$ cat config.mk
export PLATFORM = sky130hd
export DESIGN_NAME = ptp_time_counter
export DESIGN_NICKNAME = d
export VERILOG_FILES = /design/src/rtl/ptp_tc_pkg.sv /design/src/rtl/ptp_tc_tick.sv /design/src/rtl/ptp_tc_core.sv /design/src/rtl/ptp_tc_regs.sv /design/src/rtl/ptp_time_counter.sv
export SDC_FILE = /design/constraint.sdc
export NUM_CORES = 1
export LEC_CHECK = 0
export BUFFER_PORTS_ARGS = -buffer_cell sky130_fd_sc_hd__buf_4
export CAP_MARGIN = 10
export CORE_UTILIZATION = 44
export CTS_CLUSTER_SIZE = 8
export DETAILED_ROUTE_END_ITERATION = 10
export GPL_ROUTABILITY_DRIVEN = 0
export GPL_TIMING_DRIVEN = 0
export SYNTH_ARGS = -nofsm -noshare
export SYNTH_HDL_FRONTEND = slang
export SYNTH_HIERARCHICAL = 1
export SYNTH_SLANG_ARGS = --single-unit
$ cat constraint.sdc
create_clock -name clk -period 4.95 [get_ports clk]
set_clock_uncertainty 0.1 [all_clocks]
set_input_delay 0 -clock clk [delete_from_list [all_inputs] [get_ports clk]]
set_output_delay 0 -clock clk [all_outputs]
set_load 0.005 [all_outputs]
$ cat src/rtl/ptp_tc_pkg.sv
package ptp_tc_pkg;

  localparam int unsigned DATA_W = 32;
  localparam int unsigned ADDR_W = 3;

  localparam logic [ADDR_W-1:0] ADR_FRAC  = 3'd0;
  localparam logic [ADDR_W-1:0] ADR_NS_LO = 3'd1;
  localparam logic [ADDR_W-1:0] ADR_NS_HI = 3'd2;
  localparam logic [ADDR_W-1:0] ADR_RATE  = 3'd3;
  localparam logic [ADDR_W-1:0] ADR_CTRL  = 3'd4;
  localparam logic [ADDR_W-1:0] ADR_CAUSE = 3'd5;

  typedef struct packed {
    logic              carry;
    logic              borrow;
    logic [DATA_W-1:0] frac;
  } frac_step_t;

  // Sign-magnitude rate applied to the fractional accumulator.
  function automatic frac_step_t frac_advance(input logic [DATA_W-1:0] frac,
                                              input logic [DATA_W-1:0] rate);
    frac_step_t r;
    logic [DATA_W:0] mag;
    logic [DATA_W:0] acc;
    mag = {2'b00, rate[DATA_W-2:0]};
    if (rate[DATA_W-1]) acc = {1'b0, frac} - mag;
    else                acc = {1'b0, frac} + mag;
    r.frac   = acc[DATA_W-1:0];
    r.carry  = ~rate[DATA_W-1] & acc[DATA_W];
    r.borrow =  rate[DATA_W-1] & acc[DATA_W];
    return r;
  endfunction

endpackage

$ cat src/rtl/ptp_tc_tick.sv
module ptp_tc_tick #(
  parameter int unsigned DIV = 2
) (
  input  logic clk,
  input  logic rst_n,
  output logic tick
);
  localparam int unsigned CW = (DIV > 1) ? $clog2(DIV) : 1;

  generate
    if (DIV <= 1) begin : g_every
      assign tick = 1'b1;
    end else begin : g_div
      logic [CW-1:0] cnt;
      always_ff @(posedge clk) begin
        if (!rst_n)                      cnt <= '0;
        else if (cnt == CW'(DIV - 1))    cnt <= '0;
        else                             cnt <= cnt + 1'b1;
      end
      assign tick = (cnt == CW'(DIV - 1));


      tick_gap_chk: assert property (@(posedge clk) disable iff (!rst_n)
        tick |=> !tick);
    end
  endgenerate
endmodule

$ cat src/rtl/ptp_tc_core.sv
module ptp_tc_core
  import ptp_tc_pkg::*;
#(
  parameter int unsigned NS_W     = 40,
  parameter int unsigned NOM_STEP = 8
) (
  input  logic              clk,
  input  logic              rst_n,
  input  logic              tick,
  input  logic              run,
  input  logic [DATA_W-1:0] rate,
  input  logic              load,
  input  logic [NS_W-1:0]   load_ns,
  output logic [NS_W-1:0]   ns,
  output logic [DATA_W-1:0] frac,
  output logic              wrap
);
  localparam logic [NS_W:0] NOM_EXT = (NS_W+1)'(NOM_STEP);

  frac_step_t    fs;
  logic          adv;
  logic [NS_W:0] step_ext;
  logic [NS_W:0] ns_sum;
  logic          wrap_now;

  always_comb begin
    fs       = frac_advance(frac, rate);
    adv      = tick & run & ~load;
    step_ext = NOM_EXT + {{NS_W{1'b0}}, fs.carry} - {{NS_W{1'b0}}, fs.borrow};
    ns_sum   = {1'b0, ns} + step_ext;
    wrap_now = adv & ns_sum[NS_W];
  end

  always_ff @(posedge clk) begin
    if (!rst_n) begin
      ns   <= '0;
      frac <= '0;
      wrap <= 1'b0;
    end else begin
      wrap <= wrap_now;
      if (load) begin
        ns   <= load_ns;
        frac <= '0;
      end else if (adv) begin
        ns   <= ns_sum[NS_W-1:0];
        frac <= fs.frac;
      end
    end
  end


  step_range_chk: assert property (@(posedge clk) disable iff (!rst_n)
    adv |=> ((ns - $past(ns)) >= NS_W'(NOM_STEP - 1)) &&
            ((ns - $past(ns)) <= NS_W'(NOM_STEP + 1)));


  halt_hold_chk: assert property (@(posedge clk) disable iff (!rst_n)
    (!run && !load) |=> $stable(ns) && $stable(frac));


  load_apply_chk: assert property (@(posedge clk) disable iff (!rst_n)
    load |=> (ns == $past(load_ns)) && (frac == '0));


  wrap_small_chk: assert property (@(posedge clk) disable iff (!rst_n)
    wrap |-> (ns <= NS_W'(NOM_STEP)));
endmodule

$ cat src/rtl/ptp_tc_regs.sv
module ptp_tc_regs
  import ptp_tc_pkg::*;
#(
  parameter int unsigned NS_W = 40
) (
  input  logic              clk,
  input  logic              rst_n,
  input  logic              wr_en,
  input  logic              rd_en,
  input  logic [ADDR_W-1:0] addr,
  input  logic [DATA_W-1:0] wdata,
  input  logic [NS_W-1:0]   ns,
  input  logic [DATA_W-1:0] frac,
  input  logic              wrap,
  output logic [DATA_W-1:0] rd_data,
  output logic              rd_valid,
  output logic [DATA_W-1:0] rate,
  output logic              run,
  output logic              load,
  output logic [NS_W-1:0]   load_ns,
  output logic              irq
);
  localparam int unsigned HI_W = NS_W - DATA_W;

  logic [DATA_W-1:0] lo_hold;
  logic [NS_W-1:0]   snap_ns;
  logic              halt;
  logic              cause;
  logic              snap_take;
  logic              cause_clr;
  logic [DATA_W-1:0] rd_mux;

  always_comb begin
    snap_take = rd_en & (addr == ADR_FRAC);
    cause_clr = wr_en & (addr == ADR_CAUSE) & wdata[0];
    load      = wr_en & (addr == ADR_NS_HI);
    load_ns   = {wdata[HI_W-1:0], lo_hold};
    run       = ~halt;
    irq       = cause;
    unique case (addr)
      ADR_FRAC:  rd_mux = frac;
      ADR_NS_LO: rd_mux = snap_ns[DATA_W-1:0];
      ADR_NS_HI: rd_mux = {{(DATA_W-HI_W){1'b0}}, snap_ns[NS_W-1:DATA_W]};
      ADR_RATE:  rd_mux = rate;
      ADR_CTRL:  rd_mux = {halt, {(DATA_W-1){1'b0}}};
      ADR_CAUSE: rd_mux = {{(DATA_W-1){1'b0}}, cause};
      default:   rd_mux = '0;
    endcase
  end

  always_ff @(posedge clk) begin
    if (!rst_n) begin
      lo_hold  <= '0;
      snap_ns  <= '0;
      halt     <= 1'b1;
      cause    <= 1'b0;
      rate     <= '0;
      rd_data  <= '0;
      rd_valid <= 1'b0;
    end else begin
      rd_valid <= rd_en;
      if (rd_en) rd_data <= rd_mux;
      if (snap_take) snap_ns <= ns;
      if (wr_en && addr == ADR_NS_LO) lo_hold <= wdata;
      if (wr_en && addr == ADR_RATE)  rate    <= wdata;
      if (wr_en && addr == ADR_CTRL)  halt    <= wdata[DATA_W-1];
      cause <= (cause & ~cause_clr) | wrap;
    end
  end


  snap_hold_chk: assert property (@(posedge clk) disable iff (!rst_n)
    !snap_take |=> $stable(snap_ns));


  cause_sticky_chk: assert property (@(posedge clk) disable iff (!rst_n)
    (cause && !cause_clr) |=> cause);


  cause_rise_chk: assert property (@(posedge clk) disable iff (!rst_n)
    $rose(cause) |-> $past(wrap));
endmodule

$ cat src/rtl/ptp_time_counter.sv
module ptp_time_counter
  import ptp_tc_pkg::*;
#(
  parameter int unsigned NS_W     = 40,
  parameter int unsigned NOM_STEP = 8,
  parameter int unsigned TICK_DIV = 2
) (
  input  logic        clk,
  input  logic        rst_n,
  input  logic        reg_wr,
  input  logic        reg_rd,
  input  logic [2:0]  reg_addr,
  input  logic [31:0] reg_wdata,
  output logic [31:0] reg_rdata,
  output logic        reg_rvalid,
  output logic        wrap_pulse,
  output logic        wrap_irq
);
  logic              tick;
  logic              run;
  logic              load;
  logic [NS_W-1:0]   load_ns;
  logic [NS_W-1:0]   ns;
  logic [DATA_W-1:0] frac;
  logic [DATA_W-1:0] rate;

  ptp_tc_tick #(.DIV(TICK_DIV)) u_tick (
    .clk(clk), .rst_n(rst_n), .tick(tick)
  );

  ptp_tc_core #(.NS_W(NS_W), .NOM_STEP(NOM_STEP)) u_core (
    .clk(clk), .rst_n(rst_n), .tick(tick), .run(run), .rate(rate),
    .load(load), .load_ns(load_ns), .ns(ns), .frac(frac), .wrap(wrap_pulse)
  );

  ptp_tc_regs #(.NS_W(NS_W)) u_regs (
    .clk(clk), .rst_n(rst_n), .wr_en(reg_wr), .rd_en(reg_rd),
    .addr(reg_addr), .wdata(reg_wdata), .ns(ns), .frac(frac),
    .wrap(wrap_pulse), .rd_data(reg_rdata), .rd_valid(reg_rvalid),
    .rate(rate), .run(run), .load(load), .load_ns(load_ns), .irq(wrap_irq)
  );


  rvalid_follow_chk: assert property (@(posedge clk) disable iff (!rst_n)
    reg_rd |=> reg_rvalid);
endmodule

-- Word level (Yosys, flattened, before mapping)
Index checks and enable logic that the tools add are counted.
- bits in registers: 213
- output and inout port bits: 35
- muxes and demuxes: 4
- equal/unequal tests: 5
- add/subtract/negate cells: 6
- bitwise operators: 16
- reductions and logical operators: 7
- operator list (kind ; number):
    $pmux 32 s6 ; 1
    $mux 40 ; 2
    $add 40x41->41 ; 1
    $sub 41x1->41 ; 1
    $add 32x31->33 ; 1
    $mux 33 ; 1
    $sub 32x31->33 ; 1
    $and 1x1->1 ; 10
    $eq 3x2->1 const B ; 2
    $eq 3x3->1 const B ; 2
    $add 4x1->5 const A ; 1
    $not 1->1 ; 5
    $reduce_or 2->1 ; 2
    $eq 3x1->1 const B ; 1
    $logic_and 1x1->1 ; 3
    $logic_not 3->1 ; 1
    $reduce_bool 2->1 ; 1
    $add 1x1->1 const B ; 1
    $or 1x1->1 ; 1

-- Depth between registers and ports, before layout
- depth in word-level cells: 8
- mapped depth: 29
- mapped depth without buffers: 28

-- Cells and area by module
The synthesis kept the hierarchy.
- by module, submodules not included (module ; instances ; cells each ; area an instance (um2)):
    ptp_tc_regs ; 1 ; 675 ; 5808.1
    ptp_tc_core ; 1 ; 749 ; 5679.2
    ptp_tc_tick ; 1 ; 2 ; 33.8

-- Worst setup path after synthesis
Ideal clock, no wire load.
- path type: register to register
- start: reg u_regs.rate[5]
- end: reg u_core.ns[27]
- required time: 4.735 ns
- setup slack: -0.437 ns
- period minus slack after synthesis: 5.387 ns
- cell stages (with the launch flop): 29
- setup time: 0.115 ns
- arrival time: 5.172 ns
- path through: dfxtp_1 or3_4 or3_4 nor3_1 nand2_1 nor2_2 nor2_1 xnor2_1 ha_1 nand2_1 o21ai_0 a21o_1 nand3_1 a31oi_1 a21oi_2 o21ai_0 a21oi_2 and2_1 ha_1 a21o_1 a21o_1 a21oi_1 and2b_1 and2b_1 buf_4 nand3_1 xor2_1 o21ai_0 and2_1
- longest elaborated chain between the ends: 8
- elaborated cells between the ends (all ways): 10
- classes of those cells: 5 x add/sub; 3 x mux; 2 x bitwise
- ends and longest elaborated chain (what ; line ; RTL):
    start: declaration ; ptp_tc_regs.sv:17 ; output logic [DATA_W-1:0] rate,
    start signal: assignment ; ptp_tc_regs.sv:65 ; if (wr_en && addr == ADR_RATE) rate <= wdata;
    $add 32x31->33 or $sub 32x31->33 (tied branches) ; ptp_tc_pkg.sv:27, ptp_tc_pkg.sv:26 ;
    $mux 33 (*) ; ptp_tc_pkg.sv:26 ; if (rate[DATA_W-1]) acc = {1'b0, frac} - mag;
    $and 1x1->1 ; ptp_tc_pkg.sv:29 ; r.carry = ~rate[DATA_W-1] & acc[DATA_W];
    $add 4x1->5 ; ptp_tc_core.sv:29 ; step_ext = NOM_EXT + {{NS_W{1'b0}}, fs.carry} - {{NS_W{1'b0}}, fs.borrow};
    $sub 41x1->41 (*) ; ptp_tc_core.sv:29 ;
    $add 40x41->41 (*) ; ptp_tc_core.sv:30 ; ns_sum = {1'b0, ns} + step_ext;
    $mux 40 (*) ; ptp_tc_core.sv:44 ; end else if (adv) begin
    $mux 40 (*) ; ptp_tc_core.sv:41 ; if (load) begin
    end signal: assignment ; ptp_tc_core.sv:42 ; ns <= load_ns;
    end signal: assignment ; ptp_tc_core.sv:45 ; ns <= ns_sum[NS_W-1:0];
    end: declaration ; ptp_tc_core.sv:14 ; output logic [NS_W-1:0] ns,
Every way passes the cells marked *; elsewhere a longest branch is shown, timed or not. The select of a mux whose other input is x is not followed.
A chain may end at the register's enable or synchronous reset.

-- Worst setup path after layout
- start: reg u_regs.rate[6]
- end: reg u_core.ns[35]
Same word-level chain as after synthesis.

==> flow_summary.toml <==
[cells_and_area]
design_area_mm2 = 0.0145
final_cell_mix = "nand2_1, dfxtp_1, buf_4, a21oi_1, a21boi_0"
multi_input_area_mm2 = 0.00719
finalNetCount = 1688
final-seq-area_mm2 = 0.00427
postLayoutCoreUtil_pct = 57.0
n_fill_cell = 2383
drive_gt1_share_pct = 18.5
n_antenna_cell = 0
final_common_cell = "nand2_1"
area_growth_pct = 25.7

[yosys]
syn_nets = 1504
synthDominantCellAreaShare_pct = 37.0
ys_ff_latch = 213
synth_edf_count = 0
syn_area_per_cell_um2 = 8.08
syn_area_mm2 = 0.0115
synth_area_leaders = "dfxtp_1, nand2_1, a21boi_0, ha_1, a21oi_1"
seq_area_frac_synth_pct = 37.0
async_reset_ff_share_pct = 0
synth_ff_type = "dfxtp_1"
yosysWarnings = 6
synth_top_cell_by_area = "dfxtp_1"
syn_inst = 1426
synth_cell_types = 71

[power_and_ir_drop]
p_int_mw = 3.21
p_total_mw = 4.45
swShare_pct = 28.0
power_leakage_nw = 5.58
comb_power_share_pct = 19.5
clockPowerShare_pct = 40.7
switchingPower_mw = 1.25
power_density_mw_per_mm2 = 307
pwr-share-seq_pct = 39.7
irDropWorstVdd_mv = 0.210

[worst_hold_path]
hold_depth = 4
whs_endpoint = "u_regs/rate[21]$_SDFFE_PN0P_"
worstHoldStart = "reg_wdata[21]"
hold_class = "input pin to flip-flop"

[global_route]
grt_pass1_vias = 10400
grt_max_degree = 15
grt_pass1_wl_mm = 58.2
grt.total_usage_pct = 28.3
overflow = 0
antenna_found_initial = 0

[critical_path]
cp-end-kind = "flip-flop"
r2r_slack_ns = -0.82
required_ns = 5.29
r2r-end = "u_core/ns[35]$_SDFFE_PN0P_"
slowest_delay_ns = 0.40
cpMostUsedCell = "a21o_1"
crit_path_start_kind = "flip-flop"
crit_arrival_ns = 6.11
worst_path_max_delay_cell = "or3_4"
r2r_cells = 28
regToRegStartpoint = "u_regs/rate[6]$_SDFFE_PN0P_"
crit_path_max_fanout = 4
worstSetupPathType = "flip-flop to flip-flop"

[drt]
drc = 0
wl_mm = 37.5
via_per_inst = 5.58
drt_iter0_drc = 844
drtPass1Iterations = 6
routedWlPerCell_um = 19.3
antenna_left = 0
vias = 10800

[timing]
min_period_over_period_pct = 117
finalHoldViolCount = 0
setup_tns_ns = -24.55
slew_violations = 0
layout_setup_ws_ns = -0.818
rsz0062_at_grt = "yes"
worst_slew_pin_slew_ns = 0.911
finalCriticalPeriod_ns = 5.77
relSlewSlack_pct = 39.2
fmax_mhz = 173
setup_viol = 39

[clock_network]
htree_levels = 1
cts_tree = "done"
clk_pin_slew_ns = 0.05
clock_path_buffers = 3
clock_latency_ns = 0.55
cts_buffers = 30
cts_root_buf = "clkbuf_16"
clkSinkCount = 213

[floorplan]
row_count = 58
die_y_um = 164
coreArea_mm2 = 0.0254
die_width_um = 164
die-area_mm2 = 0.0268
io_pins = 74
start_util_pct = 45.4

[placed_design]
portBuffers = 72
post-dp-hpwl_mm = 27.9
dpl-instance-area_mm2 = 0.0126

[outcome]
outcome = "finished, violations left"
violations = "setup timing"

[flow_run]
maxCapViolations = 0
## power groups by stage
stage	Combinational [mW]	Sequential (mW)	Clock (mW)
after global placement	0.716	1.80	0
after global routing	0.940	1.77	1.94
after CTS	0.843	1.77	1.85
after detailed placement	0.718	1.80	0
after floorplan	0.523	1.79	0
final	0.870	1.77	1.81
## flip-flops by register name, indices dropped and copies added, names as in the netlist
| signal | count |
|---|---|
| u_regs/rd_data | 32 |
| u_core/ns | 40 |
| u_regs/irq | 1 |
| u_core/frac | 32 |
| u_core/wrap | 1 |
| u_regs/rd_valid | 1 |
| u_regs/rate | 32 |
| u_tick/tick | 1 |
| u_regs/lo_hold | 32 |
| u_regs/halt | 1 |
| u_regs/snap_ns | 40 |
## worst max-delay path, delay by kind of cell (launching register included)
| family | cells | cell delay (ns) |
|---|---|---|
| AND/OR/NAND/NOR | 9 | 1.92 |
| flip-flops | 1 | 0.33 |
| buffers and inverters | 2 | 0.35 |
| AO/OA/AOI/OAI | 13 | 1.97 |
| XOR/XNOR | 2 | 0.43 |
| adder cells (fa/ha/maj) | 2 | 0.55 |
## layout make-up
class                           count  share of cell area (%)
Tap cell                          330                    2.85
Timing Repair Buffer              155                    8.93
Multi-Input combinational cell   1101                    49.6
Clock buffer                       33                    5.48
Inverter                           15                   0.389
Buffer                             94                    3.22
Sequential cell                   213                    29.5
## how the worst max path moves through the flow
stage,start,to,cells after the start
finish,u_regs/rate[6]$_SDFFE_PN0P_,u_core/ns[35]$_SDFFE_PN0P_,28
global route,u_regs/rate[6]$_SDFFE_PN0P_,u_core/ns[33]$_SDFFE_PN0P_,28
CTS,u_regs/rate[5]$_SDFFE_PN0P_,u_core/ns[27]$_SDFFE_PN0P_,28
detailed placement,u_regs/rate[6]$_SDFFE_PN0P_,u_core/ns[17]$_SDFFE_PN0P_,25
global placement,u_regs/rate[6]$_SDFFE_PN0P_,u_core/ns[17]$_SDFFE_PN0P_,25
floorplan,u_regs/rate[6]$_SDFFE_PN0P_,u_core/ns[17]$_SDFFE_PN0P_,25
## repair_timing
item                                   in CTS  in global routing
pin swaps                                  56                  8
setup endpoints to repair                  40                 40
hold buffers                               40                  0
gates resized for setup                    81                 13
setup buffers                              37                  6
endpoints found under the hold margin     142                  0
gates cloned                                0                  1
## cell usage after synthesis (17+ instances only)
cell type  count
buf_2         17
and2_1        26
a21boi_0      64
a21oi_1       84
a22oi_1       23
xnor2_1       45
mux2_2        23
nor2_1        58
a21boi_1      41
nand3_1       36
o21ai_0       81
xor2_1        47
clkbuf_1      62
ha_1          37
nand2_1      327
dfxtp_1      213
## stage by stage
step	hold WS [ns]	setup slack, ns	cells
after floorplan	0.0322	-0.119	1426
after global placement	0.183	-1.29	1828
after detailed placement	0.190	-1.28	1828
after CTS	0.182	-0.597	1936
after global routing	0.197	-0.940	1941
final	0.199	-0.818	1941
## kinds of logic after synthesis
group                    after synthesis  synth area share (%)
buffers and inverters                112                  4.58
XOR/XNOR                              92                  6.99
flip-flops                           213                  37.0
AO/OA/AOI/OAI                        390                  22.3
adder cells (fa/ha/maj)               39                  4.37
AND/OR/NAND/NOR                      541                  21.1
multiplexers                          39                  3.64
## per-layer routing
layer | routed length (um) | part of all wire [%] | global-route usage (%)
met1 | 17200 | 46 | 38.8
met2 | 17100 | 46 | 46.2
met3 | 2210 | 5.9 | 3.59
met4 | 961 | 2.6 | 8.33
met5 | 0 | 0 | 0
Power figures use the tool's default switching activity.
